**src/rtl/etr_pkg.sv**
```systemverilog
package etr_pkg;
  localparam int TIME_W = 32;
  typedef logic [TIME_W-1:0] etr_time_t;
  localparam etr_time_t TIME_MAX = '1;
endpackage

```
**src/rtl/etr_glitch_filter.sv**
```systemverilog
module etr_glitch_filter #(
  parameter int FILT_CLKS = 4
) (
  input  logic clk,
  input  logic rst_n,
  input  logic raw_in,
  output logic level,
  output logic rise,
  output logic fall
);
  localparam int FW = $clog2(FILT_CLKS) + 1;
  localparam logic [FW-1:0] LAST = FW'(FILT_CLKS - 1);

  logic          sync_a, sync_b;
  logic          level_q;
  logic [FW-1:0] run_cnt;

  always_ff @(posedge clk or negedge rst_n) begin
    if (!rst_n) begin
      sync_a <= 1'b0;
      sync_b <= 1'b0;
    end else begin
      sync_a <= raw_in;
      sync_b <= sync_a;
    end
  end

  always_ff @(posedge clk or negedge rst_n) begin
    if (!rst_n) begin
      level   <= 1'b0;
      run_cnt <= '0;
    end else if (sync_b == level) begin
      run_cnt <= '0;
    end else if (run_cnt == LAST) begin
      level   <= sync_b;
      run_cnt <= '0;
    end else begin
      run_cnt <= run_cnt + 1'b1;
    end
  end

  always_ff @(posedge clk or negedge rst_n) begin
    if (!rst_n) level_q <= 1'b0;
    else        level_q <= level;
  end

  assign rise = level & ~level_q;
  assign fall = ~level & level_q;
endmodule

```
**src/rtl/etr_time_acc.sv**
```systemverilog
module etr_time_acc
  import etr_pkg::*;
#(
  parameter etr_time_t INIT_TOTAL = '0
) (
  input  logic      clk,
  input  logic      rst_n,
  input  logic      level,
  input  logic      rise,
  input  logic      fall,
  input  logic      tick,
  input  logic      clear,
  output etr_time_t work,
  output etr_time_t total
);
  always_ff @(posedge clk or negedge rst_n) begin
    if (!rst_n) begin
      work  <= INIT_TOTAL;
      total <= INIT_TOTAL;
    end else if (clear) begin
      work  <= '0;
      total <= '0;
    end else if (rise) begin
      work <= total;
    end else if (fall) begin
      total <= work;
    end else if (level && tick && work != TIME_MAX) begin
      work <= work + 1'b1;
    end
  end
endmodule

```
**src/rtl/etr_event_count.sv**
```systemverilog
module etr_event_count #(
  parameter int CNT_W = 16
) (
  input  logic             clk,
  input  logic             rst_n,
  input  logic             fall,
  input  logic             clear,
  output logic [CNT_W-1:0] count,
  output logic             rollover
);
  localparam logic [CNT_W-1:0] CNT_MAX = '1;

  always_ff @(posedge clk or negedge rst_n) begin
    if (!rst_n) begin
      count    <= '0;
      rollover <= 1'b0;
    end else if (clear) begin
      count    <= '0;
      rollover <= 1'b0;
    end else if (fall) begin
      if (count != CNT_MAX) begin
        count <= count + 1'b1;
      end else if (!rollover) begin
        count    <= '0;
        rollover <= 1'b1;
      end
    end
  end
endmodule

```
**src/rtl/etr_busy_window.sv**
```systemverilog
module etr_busy_window #(
  parameter int BUSY_TICKS = 1
) (
  input  logic clk,
  input  logic rst_n,
  input  logic edge_seen,
  input  logic tick,
  output logic busy
);
  localparam int BW = $clog2(BUSY_TICKS) + 1;
  localparam logic [BW-1:0] LAST = BW'(BUSY_TICKS - 1);

  logic [BW-1:0] seen;

  always_ff @(posedge clk or negedge rst_n) begin
    if (!rst_n) begin
      busy <= 1'b0;
      seen <= '0;
    end else if (edge_seen) begin
      busy <= 1'b1;
      seen <= '0;
    end else if (busy && tick) begin
      if (seen == LAST) begin
        busy <= 1'b0;
        seen <= '0;
      end else begin
        seen <= seen + 1'b1;
      end
    end
  end
endmodule

```
**src/rtl/etr_event_timer.sv**
```systemverilog
module etr_event_timer
  import etr_pkg::*;
#(
  parameter int        FILT_CLKS  = 4,
  parameter int        BUSY_TICKS = 1,
  parameter int        CNT_W      = 16,
  parameter etr_time_t INIT_TOTAL = '0
) (
  input  logic             clk,
  input  logic             rst_n,
  input  logic             event_in,
  input  logic             tick_q,
  input  logic             clear,
  output logic             event_active,
  output logic [31:0]      work_time,
  output logic [31:0]      total_time,
  output logic [CNT_W-1:0] event_count,
  output logic             count_rollover,
  output logic             bus_busy
);
  logic ev_rise, ev_fall;

  etr_glitch_filter #(.FILT_CLKS(FILT_CLKS)) u_filt (
    .clk(clk), .rst_n(rst_n), .raw_in(event_in),
    .level(event_active), .rise(ev_rise), .fall(ev_fall)
  );

  etr_time_acc #(.INIT_TOTAL(INIT_TOTAL)) u_time (
    .clk(clk), .rst_n(rst_n), .level(event_active), .rise(ev_rise),
    .fall(ev_fall), .tick(tick_q), .clear(clear),
    .work(work_time), .total(total_time)
  );

  etr_event_count #(.CNT_W(CNT_W)) u_cnt (
    .clk(clk), .rst_n(rst_n), .fall(ev_fall), .clear(clear),
    .count(event_count), .rollover(count_rollover)
  );

  etr_busy_window #(.BUSY_TICKS(BUSY_TICKS)) u_busy (
    .clk(clk), .rst_n(rst_n), .edge_seen(ev_rise | ev_fall),
    .tick(tick_q), .busy(bus_busy)
  );
endmodule

```
**config.mk**
```make
export PLATFORM = sky130hd
export DESIGN_NAME = etr_event_timer
export DESIGN_NICKNAME = d
export VERILOG_FILES = /design/src/rtl/etr_pkg.sv /design/src/rtl/etr_glitch_filter.sv /design/src/rtl/etr_time_acc.sv /design/src/rtl/etr_event_count.sv /design/src/rtl/etr_busy_window.sv /design/src/rtl/etr_event_timer.sv
export SDC_FILE = /design/constraint.sdc
export NUM_CORES = 1
export LEC_CHECK = 0
export ABC_AREA = 1
export BUFFER_PORTS_ARGS = -buffer_cell sky130_fd_sc_hd__buf_2
export CORE_UTILIZATION = 53
export DETAILED_ROUTE_END_ITERATION = 12
export GPL_TIMING_DRIVEN = 1
export PLACE_DENSITY_LB_ADDON = 0.08
export SKIP_CTS_REPAIR_TIMING = 1
export SLEW_MARGIN = 40
export SYNTH_ARGS = -nofsm -noshare
export SYNTH_HDL_FRONTEND = slang
export SYNTH_SLANG_ARGS = --single-unit
export TNS_END_PERCENT = 5
```
**constraint.sdc**
```tcl
create_clock -name clk -period 1.9 [get_ports clk]
set_input_delay 0 -clock clk [delete_from_list [all_inputs] [get_ports clk]]
set_output_delay 0 -clock clk [all_outputs]
set_load 0.005 [all_outputs]
```
==> impl_results.md <==
- Post-Route Setup TNS: 0 ns
- 1st-pass router iterations: 5
- I/O pin cnt: 88
- Hold Fails Final Rpt: 0
- Hold Crit Class: input pin to asynchronous set/reset pin
- Max VDD drop: 0.543 mV
- Routed len/inst: about 15 um
- Synth top area cells: dfrtp_1 44%, nand2_1 17%, nand3_1 8.3%, inv_1 6.7%, nor2_1 5.0%
- Tmin final: roughly 1.8 ns
- H-tree Lvls: 3
- Cell row count: 35
- Placer Congestion: about 0.93
- Syn Inst Count: between 700 and 800
- Critical Path AT: between 2 and 2.5 ns
- Die height: 99.8 um
- Largest net degree at the start of global routing: approximately 50
- P per Cell Area: around 760 nW/um^2
- Share of cells above drive strength 1: 0.207
- Clock Skews: ~0.01 ns
- Finished Layout Cells: 974
- Clock power frac: 0.266
- Leakage: 3.15 nW
- DRT Wirelength: between 10000 and 15000 um
- Clk root buf: clkbuf_8
- Layout Utilization: 0.676
- Sw Share: 0.378
- RSZ-0062 raised after global routing: yes
- Synthesized Nets: roughly 700
- Syn-to-layout area delta: 23.3%
- DRC: 0
- DIE AREA: 9950 um^2
- IO buf count: 87
- Fin area: around 6200 um^2
- # diodes: 0
- Starting Density: 0.548
- Syn Area/Cell: slightly above 7 um^2
- CTS tree: done
- Gate power share: 0.293
- Hpwl dp: 9990 um
- Die width: 99.8 um
- GR Layer Usage met2: 0.447
- Worst slew margin: 0.683
- Final worst-path cycle share: 0.965
- Post-route ant nets: 0
- Placed inst area: just under 6000 um^2
- Drt initial violations: approximately 380
- Crit Path Class: flop to flop
- Clock Sinks: between 80 and 90
- Register area: between 2000 and 2500 um^2
- Initial antenna violation count: 0
- Reg clk slew, reported paths: 0.10 ns
- Via count: ~5300
- Pint: a little under 3 mW
- Post-synth top area cell: dfrtp_1
- Top Usage Layer GRT: met2
- # setup viols final: 0
- Post-Syn Area: 5070 um^2
- Fmax: between 500 and 600 MHz
- Sequential cell fraction of total power: 0.441
- Vias/cell: roughly 5.5
- Placed insts: roughly 950
- Max-cap viol count: 0
- Met1 usage: 0.444
- Startpoint types: flop
- Pins Over Slew Limit: 0
- FILL cells: between 700 and 800
- Setup crit end kind: flop
- Seq cells post-synth: 89
- Global-route wire length before repair: between 20000 and 25000 um
- Number of global-route vias before repair: 4730
- Nets: 850
- Hold WS: 0.162 ns
- Core area: between 9000 and 10000 um^2
- NetSw: ~1.8 mW
- Worst-Margin Slew: 0.473 ns
- Share of the synthesized area in the top cell type: 0.440
- Cell variety after synth: 32
- Status: finished clean
- Critical Path RT: ~2.2 ns
- Clock Tree Buf Depth: 2
- Total CTS buffers: 9
- Gr ovfl total: 0
- Area of the multi-input gates: around 2500 um^2
- Clk_lat worst skew: between 0.3 and 0.4 ns
- Crit path max fanout: 8
- Met3 usage: 0.0432
- Gr usage total: 0.296
- Synth Warn #: 0
- Seq/Total Area, Yosys: 0.440
[cells in the final DEF, fill, tap and decap left out, drive strengths merged]
master       count
nor3b            1
nand4           16
nor3             6
nand3           84
clkinv           1
nor2            72
o21ai           37
a21oi            5
inv             94
a31o             1
xnor2            2
ha               5
clkinvlp         3
dfrtp           89
o22ai           35
and2             1
o21bai           2
clkbuf           9
or2              2
nand3b           1
xor2             4
buf            133
nand2          237
dlygate4sd3      5
[registers in the layout, summed over array words and instances (netlist names)]
signal,flops
u_filt.level,1
u_filt.level_q,1
u_filt.sync_a,1
u_filt.run_cnt,3
u_cnt.count,16
u_time.work,32
u_filt.sync_b,1
u_busy.busy,1
u_time.total,32
u_cnt.rollover,1
[worst max-delay path, stage by stage (launching register included)]
cell and delay (ns):
dfrtp_1 0.43, ha_4 0.17, nand2_1 0.08, nor2_4 0.19, nand2_4 0.11, nor2_8 0.13
nand4_4 0.12, nand2_8 0.18, nand2_4 0.14, nand2_1 0.10, nand2_1 0.05
[power groups by stage]
stage,Clock [mW],Combinational (mW),Sequential (mW)
global placement,0,1.17,2.12
floorplan,0,0.731,2.12
detailed placement,0,1.18,2.12
CTS,1.29,1.19,2.09
finish,1.27,1.40,2.10
global route,1.36,1.52,2.12
[final timing paths]
check,startpoint,to,slack (ns),cells after the start
max,u_time.work[0],u_time.work[18],0.07,10
min,rst_n,u_cnt.count[6],0.16,3
max reg2reg,u_time.work[0],u_time.work[18],0.07,10
min reg2reg,u_filt.sync_a,u_filt.sync_b,0.36,0
max in group asynchronous,rst_n,u_cnt.count[13],1.20,3
min in group clk,event_in,u_filt.sync_a,0.27,2
[cells in the mapped netlist]
cell type	count
nand2_4	3
nor3b_1	1
buf_2	3
a21oi_1	5
nand4_1	15
nand4_4	1
inv_1	90
nor2_1	68
buf_6	3
buf_4	2
o21ai_0	36
clkbuf_1	12
xor2_1	4
nor2_2	1
o21ai_1	1
buf_1	2
nand3_1	84
ha_1	5
a31o_2	1
xnor2_1	2
dfrtp_1	89
or2_2	2
o22ai_1	35
nand2_1	230
nor2_8	1
nand2_2	2
o21bai_1	2
and2_1	1
nor3_1	6
nand3b_1	1
inv_2	1
nor2_4	2
[cells by family (layout without fill, tap and decap cells)]
| logic type | Yosys count | in the layout | synth area share |
|---|---|---|---|
| adders and majority gates | 5 | 5 | 0.0123 |
| DFF | 89 | 89 | 0.440 |
| xor gates and xnor gates | 6 | 6 | 0.0104 |
| and+or+nand+nor | 418 | 420 | 0.358 |
| AOI/OAI and AO/OA | 80 | 80 | 0.0894 |
| buffers and inverters | 113 | 245 | 0.0904 |
[through the flow]
step                setup WS [ns]  power [mW]
finish                     0.0671        4.76
global route              -0.0456        5.00
CTS                       -0.0853        4.57
detailed placement        -0.0545        3.30
global placement           0.0692        3.29
floorplan                   0.162        2.85
[metal layers]
metal / share of wire / vias up
met5: 0 / -
met4: 0.016 / 0
met3: 0.086 / 22
met2: 0.45 / 244
met1: 0.45 / 2487
li1: - / 2560
[layout make-up]
class | instances | share of cell area
Inverter | 91 | 0.0553
Timing Repair Buffer | 138 | 0.138
Multi-Input combinational cell | 511 | 0.395
Tap cell | 129 | 0.0258
Clock buffer | 9 | 0.0198
Clock inverter | 7 | 0.00981
Sequential cell | 89 | 0.357
(Power assumes the default switching activity.)
